===== src/rtl/csm_pkg.sv =====
package csm_pkg;

    localparam int FIELD_W = 5;
    localparam int HCNT_W  = (1 << FIELD_W) + 1;

    typedef enum logic [1:0] {
        MODE_FREE = 2'd0,
        MODE_ACQ  = 2'd1,
        MODE_LOCK = 2'd2,
        MODE_HOLD = 2'd3
    } mode_e;

    typedef struct packed {
        logic sel_ok;
        logic alt_ok;
        logic locked;
        logic hist_ok;
        logic force_hold;
    } fsm_in_t;

    // (2^len - 1) + 2^dly time-base units
    function automatic logic [HCNT_W-1:0] hist_target(
        input logic [FIELD_W-1:0] len,
        input logic [FIELD_W-1:0] dly
    );
        logic [HCNT_W-1:0] one;
        one = {{(HCNT_W-1){1'b0}}, 1'b1};
        return ((one << len) - one) + (one << dly);
    endfunction

endpackage


===== src/rtl/csm_hist_timer.sv =====
module csm_hist_timer
    import csm_pkg::*;
(
    input  logic               clk,
    input  logic               rst,
    input  logic               tick,
    input  logic               sel_valid,
    input  logic [FIELD_W-1:0] len,
    input  logic [FIELD_W-1:0] dly,
    output logic               hist_valid
);
    logic [HCNT_W-1:0] cnt;
    logic [HCNT_W-1:0] target;

    always_comb begin
        target     = hist_target(len, dly);
        hist_valid = (cnt >= target);
    end

    // count only while the reference is good; saturate once valid
    always_ff @(posedge clk) begin
        if (rst) begin
            cnt <= '0;
        end else if (tick && sel_valid && !hist_valid) begin
            cnt <= cnt + 1'b1;
        end
    end
endmodule


===== src/rtl/csm_fastlock.sv =====
module csm_fastlock (
    input  logic clk,
    input  logic rst,
    input  logic fastlock_en,
    input  logic lol,
    output logic fast_bw_sel
);
    always_ff @(posedge clk) begin
        if (rst) fast_bw_sel <= 1'b0;
        else     fast_bw_sel <= fastlock_en && lol;
    end
endmodule


===== src/rtl/csm_mode_fsm.sv =====
module csm_mode_fsm
    import csm_pkg::*;
(
    input  logic    clk,
    input  logic    rst,
    input  fsm_in_t fin,
    input  logic    hold_flag_clr,
    output mode_e   mode,
    output logic    switch_req,
    output logic    hold_sticky
);
    mode_e mode_n;
    logic  sw_n;
    logic  fail;

    always_comb begin
        mode_n = mode;
        sw_n   = 1'b0;
        fail   = ((mode == MODE_ACQ) || (mode == MODE_LOCK)) && !fin.sel_ok;
        if (fin.force_hold) begin
            mode_n = MODE_HOLD;
        end else if (fail) begin
            if (fin.alt_ok) begin
                mode_n = MODE_ACQ;
                sw_n   = 1'b1;
            end else if (fin.hist_ok) begin
                mode_n = MODE_HOLD;
            end else begin
                mode_n = MODE_FREE;
            end
        end else begin
            unique case (mode)
                MODE_FREE: if (fin.sel_ok) mode_n = MODE_ACQ;
                MODE_ACQ:  if (fin.locked) mode_n = MODE_LOCK;
                MODE_LOCK: mode_n = MODE_LOCK;
                MODE_HOLD: if (fin.sel_ok) mode_n = MODE_ACQ;
                default:   mode_n = MODE_FREE;
            endcase
        end
    end

    always_ff @(posedge clk) begin
        if (rst) begin
            mode        <= MODE_FREE;
            switch_req  <= 1'b0;
            hold_sticky <= 1'b0;
        end else begin
            mode       <= mode_n;
            switch_req <= sw_n;
            if ((mode_n == MODE_HOLD) && (mode != MODE_HOLD)) begin
                hold_sticky <= 1'b1;
            end else if (hold_flag_clr) begin
                hold_sticky <= 1'b0;
            end
        end
    end
endmodule


===== src/rtl/csm_mode_ctrl.sv =====
module csm_mode_ctrl
    import csm_pkg::*;
#(
    parameter int N_IN = 4
) (
    input  logic               clk,
    input  logic               rst,
    input  logic               tick,
    input  logic [N_IN-1:0]    in_valid,
    input  logic               sel_valid,
    input  logic               phase_locked,
    input  logic               lol,
    input  logic               force_hold,
    input  logic               fastlock_en,
    input  logic [FIELD_W-1:0] hist_len,
    input  logic [FIELD_W-1:0] hist_dly,
    input  logic               hold_flag_clr,
    output logic [1:0]         mode,
    output logic               hold_status,
    output logic               hold_sticky,
    output logic               fast_bw_sel,
    output logic               switch_req
);
    logic    hist_valid;
    fsm_in_t fin;
    mode_e   mode_q;

    csm_hist_timer u_timer (
        .clk        (clk),
        .rst        (rst),
        .tick       (tick),
        .sel_valid  (sel_valid),
        .len        (hist_len),
        .dly        (hist_dly),
        .hist_valid (hist_valid)
    );

    csm_fastlock u_fast (
        .clk         (clk),
        .rst         (rst),
        .fastlock_en (fastlock_en),
        .lol         (lol),
        .fast_bw_sel (fast_bw_sel)
    );

    always_comb begin
        fin.sel_ok     = sel_valid;
        fin.alt_ok     = |in_valid;
        fin.locked     = phase_locked;
        fin.hist_ok    = hist_valid;
        fin.force_hold = force_hold;
    end

    csm_mode_fsm u_fsm (
        .clk           (clk),
        .rst           (rst),
        .fin           (fin),
        .hold_flag_clr (hold_flag_clr),
        .mode          (mode_q),
        .switch_req    (switch_req),
        .hold_sticky   (hold_sticky)
    );

    assign mode        = mode_q;
    assign hold_status = (mode_q == MODE_FREE) || (mode_q == MODE_HOLD);
endmodule


===== config.mk =====
export PLATFORM = sky130hd
export DESIGN_NAME = csm_mode_ctrl
export DESIGN_NICKNAME = d
export VERILOG_FILES = /design/src/rtl/csm_pkg.sv /design/src/rtl/csm_hist_timer.sv /design/src/rtl/csm_fastlock.sv /design/src/rtl/csm_mode_fsm.sv /design/src/rtl/csm_mode_ctrl.sv
export SDC_FILE = /design/constraint.sdc
export NUM_CORES = 1
export LEC_CHECK = 0
export BUFFER_PORTS_ARGS = -buffer_cell sky130_fd_sc_hd__buf_4
export CORE_UTILIZATION = 63
export CTS_BUF_LIST = sky130_fd_sc_hd__clkbuf_4 sky130_fd_sc_hd__clkbuf_8 sky130_fd_sc_hd__clkbuf_16
export CTS_CLUSTER_SIZE = 16
export DETAILED_ROUTE_END_ITERATION = 10
export GPL_TIMING_DRIVEN = 0
export PLACE_DENSITY = 0.88
export SYNTH_ARGS = -nofsm -noshare
export SYNTH_HDL_FRONTEND = slang
export SYNTH_SLANG_ARGS = --single-unit

===== constraint.sdc =====
create_clock -name clk -period 6.3 [get_ports clk]
set_input_delay 1.26 -clock clk [delete_from_list [all_inputs] [get_ports clk]]
set_output_delay 1.26 -clock clk [all_outputs]
set_load 0.01 [all_outputs]

==> flow_summary.rst <==
.. list-table::
   :header-rows: 1

   * - Metric
     - Value
   * - Final non-filler cell area
     - about 0.0059 mm^2
   * - Antenna violations before repair
     - 0
   * - Vias
     - around 5200
   * - Area share of fa/ha/maj cells after synthesis
     - between 20% and 30%
   * - Fmax
     - roughly 0.16 GHz
   * - Routed Wire Length
     - 12.8 mm
   * - Class of the tightest hold or removal check
     - flip-flop to flip-flop
   * - Num Clock Sinks
     - 38
   * - Clock insertion delay at the later pin of the skew report
     - approximately 0.30 ns
   * - Utilization of the core after routing
     - ~75%
   * - Combinational family with the most area after synthesis
     - simple AND/OR/NAND/NOR gates
   * - Path length in cells of the critical path
     - 22
   * - Vertical die dimension
     - between 90 and 100 um
   * - Global placement routability congestion
     - roughly 0.90
   * - IO Pins
     - 29
   * - Data arrival at the endpoint of the critical path
     - ~6.3 ns
   * - Area of placed instances
     - roughly 0.0056 mm^2
   * - VDD IR-drop max
     - 0.000122 V
   * - Number of placement rows
     - 32
   * - Root buffer cell
     - clkbuf_8
   * - Number of cell instances on the worst register-to-register path
     - 10
   * - Xor and xnor fraction of the mapped netlist area
     - between 4 and 5%
   * - Die ar.
     - 0.00868 mm^2
   * - Leakage dissipation
     - approximately 2.9 nW
   * - Worst setup SP type
     - primary input
   * - Share of the synthesized area in the top cell type
     - 23.9%
   * - Maximum clock path buffer count
     - 2
   * - Post-Synthesis Cell Area
     - 0.00524 mm^2
   * - Endpoint class of the critical path
     - flip-flop
   * - Post-synthesis share of cell area spent on and, or, nand and nor gates
     - 25.0%
   * - Leading cell types by total area after synthesis
     - ha_1 (24%), dfxtp_1 (15%), nand2_1 (6.8%), inv_1 (6.7%), a21oi_1 (5.8%)
   * - GRT overflow
     - 0
   * - Via density
     - 6.09
   * - Slew at the pin with the worst max-slew slack
     - about 0.79 ns
   * - Number of global-route vias before repair
     - roughly 4900
   * - Setup clock skew after layout
     - 0.0103 ns
   * - Max-cap violation count
     - 0
   * - Delay of the slowest critical-path stage
     - between 0.6 and 0.7 ns
   * - Effective utilization at floorplan
     - between 60% and 70%
   * - Compound-gate portion of the synthesized area
     - 22.6%
   * - H-tree depth reported by CTS
     - 2
   * - Die Width
     - a little over 90 um
   * - Post-synthesis cell type count
     - 64
   * - Number of enable-type register cells in the synthesized netlist
     - 0
   * - Maximum number of pins on one net before global-route repair
     - 13
   * - Power density relative to cell area
     - approximately 130 mW/mm^2
   * - Required @ worst endpoint
     - around 6.5 ns
   * - Number of DRC violations after detailed-routing iteration 0
     - 320
   * - Antenna cells
     - 0
   * - Total CTS buffers
     - 5
   * - Avg Synthesized Cell Area
     - 7.33 um^2
   * - Routed length per placed instance
     - approximately 15 um
   * - # nets final
     - between 800 and 900
   * - Area growth, synth to finish
     - 12.5%
   * - Buffer and inverter count on the worst path
     - 4
   * - Time the final worst path needs with I/O delays and setup
     - roughly 6.1 ns
   * - Syn Nets
     - roughly 840
   * - # hold bufs at CTS
     - 0
   * - Post-synthesis cell type with the largest combined area
     - ha_1
   * - Area of the core region
     - approximately 0.008 mm^2
   * - Share of post-route cells with drive strength above 1
     - between 10% and 20%
   * - Crit-path slowest cell
     - or4_4
   * - Post-route worst setup slack
     - between 0.15 and 0.2 ns
   * - Hold depth
     - 2
   * - Crit share post-route
     - a little over nine tenths
   * - Max Transition Viols Final
     - 0
   * - Post-placement setup slack
     - -0.787 ns
   * - Total number of yosys warnings
     - 0
   * - Async set-or-reset flop fraction in the synthesized netlist
     - 0%
   * - Number of buffer cells added on primary ports
     - 28
   * - Multiplexer area fraction after synthesis
     - less than 1%
   * - Most frequent cell on the critical path
     - ha_1
   * - Outcome
     - complete, no violations
   * - Reg2reg setup slack
     - ~3.4 ns
   * - Setup-violating endpoint count in the final report
     - 0
   * - Global-route wire length before repair
     - between 20 and 25 mm
   * - Post-DP HPWL
     - around 10 mm
   * - Sum of internal, switching and leakage power
     - 0.000782 W
   * - Post-route worst hold slack
     - slightly above 0.5 ns
   * - Tot GR Track Use
     - 29.0%
   * - Primary FF master, synth
     - dfxtp_1
   * - #FFs+latches synth
     - 38
   * - Share of synthesized area occupied by flip-flops and latches
     - between 10 and 15%
   * - TritonCTS clock tree
     - yes
   * - Antenna violation net count after detailed routing
     - 0
   * - Worst relative slew slack
     - roughly 47%
   * - DRC violations left
     - 0
   * - Ordered list of cells on the worst path
     - buf_4, nor3b_4, nand2_1, ha_1, inv_1, ha_1, and3_1, a221o_1, a211oi_2, a21oi_2, o221ai_4, o22ai_1, a21o_1, xnor2_1, ha_1, nand4_1, or4_4, o2111ai_4, buf_6, clkbuf_4, xnor2_1, nor2_1
   * - Final hold violation count
     - 0
   * - Category of cells accounting for the largest share of critical-path delay
     - compound AO/OA/AOI/OAI gates
   * - Number of detailed-routing iterations run before antenna repair
     - 5
   * - Top library cells by usage in the layout, fill and taps aside
     - ha_1 (100), nand2_1 (95), inv_1 (93), a21oi_1 (58), dfxtp_1 (38)
   * - Most frequent standard cell in the layout excluding fill and tap cells
     - ha_1
   * - Clock transition at path regs
     - 0.08 ns
   * - Synthesized instance count
     - 714
   * - Path type of the worst setup path
     - primary input to flip-flop
   * - Crit Path Max Fanout
     - 10
==> layout make-up <==
cell class / instances / area (um^2)
buffer: 16 / 86.3
clock buffer: 6 / 82.6
clock inverter: 2 / 12.5
fill: 599 / 2000
inverter: 93 / 349
multi-input combinational: 565 / 4200
sequential: 38 / 761
tap: 102 / 128
timing repair buffer: 36 / 270
==> logic make-up (layout without fill, tap and decap cells) <==
group	count (synthesis)	count (layout)
fa+ha+maj	101	101
mux	4	4
xor+xnor	28	28
simple gates	253	253
flops	38	38
buf+inv	111	153
compound gates	179	179
==> final timing paths <==
kind	startpoint	to
max	hist_len[0]	u_timer.cnt[10]
min reg2reg	u_timer.cnt[32]	u_timer.cnt[32]
min	u_timer.cnt[32]	u_timer.cnt[32]
max reg2reg	u_timer.cnt[10]	u_timer.cnt[15]
==> sequential cells by signal (all words and copies together), names as in the netlist <==
signal	cells
u_timer.cnt	33
u_fsm.hold_sticky	1
u_fsm.switch_req	1
u_fast.fast_bw_sel	1
u_fsm.mode	2
==> routing by layer <==
layer  routed length, um  vias to the layer above  track usage, %
met5                   0                        -               0
met2                6470                      135            53.2
met4                 253                        0            8.46
met1                5500                     2449            34.4
li1                    -                     2615               -
met3                 544                       25            4.88
==> synth_stat cells, drive strengths merged, types with 9 or more instances <==
cell type and instances:
a21o 26, a21oi 62, and3 10, clkbuf 11, dfxtp 38, ha 100
inv 93, nand2 95, nand2b 9, nand3 20, nand4 13, nor2 32
o21ai 39, or3 24, xnor2 20
==> per-stage QoR <==
| step | instances | setup TNS, ns |
|---|---|---|
| 6_report | 858 | 0 |
| 3_5_place_dp | 844 | -18.81 |
| 5_1_grt | 858 | -0.927 |
| 3_3_place_gp | 844 | -12.73 |
| 4_1_cts | 851 | 0 |
| 2_1_floorplan | 714 | 0 |
==> what timing repair did <==
action                                  4_1_cts  5_1_grt
hold endpoints to repair                      0        0
endpoints found under the setup margin       32       31
pin swaps                                     0        7
gates resized for setup                      21       23
buffers inserted                              0        8
==> tightest hold or removal path, delay by kind of cell (launching register included) <==
family	cells	cell delay [ns]
flip-flops	1	0.34
AO/OA/AOI/OAI	2	0.13
==> report_power, final <==
group / internal [W] / total (W) / switching [W]
clock network: 0.0000880 / 0.000178 / 0.0000902
logic: 0.000157 / 0.000356 / 0.000199
registers: 0.000244 / 0.000247 / 0.00000321
No activity file was read; power rests on OpenSTA's default activity.
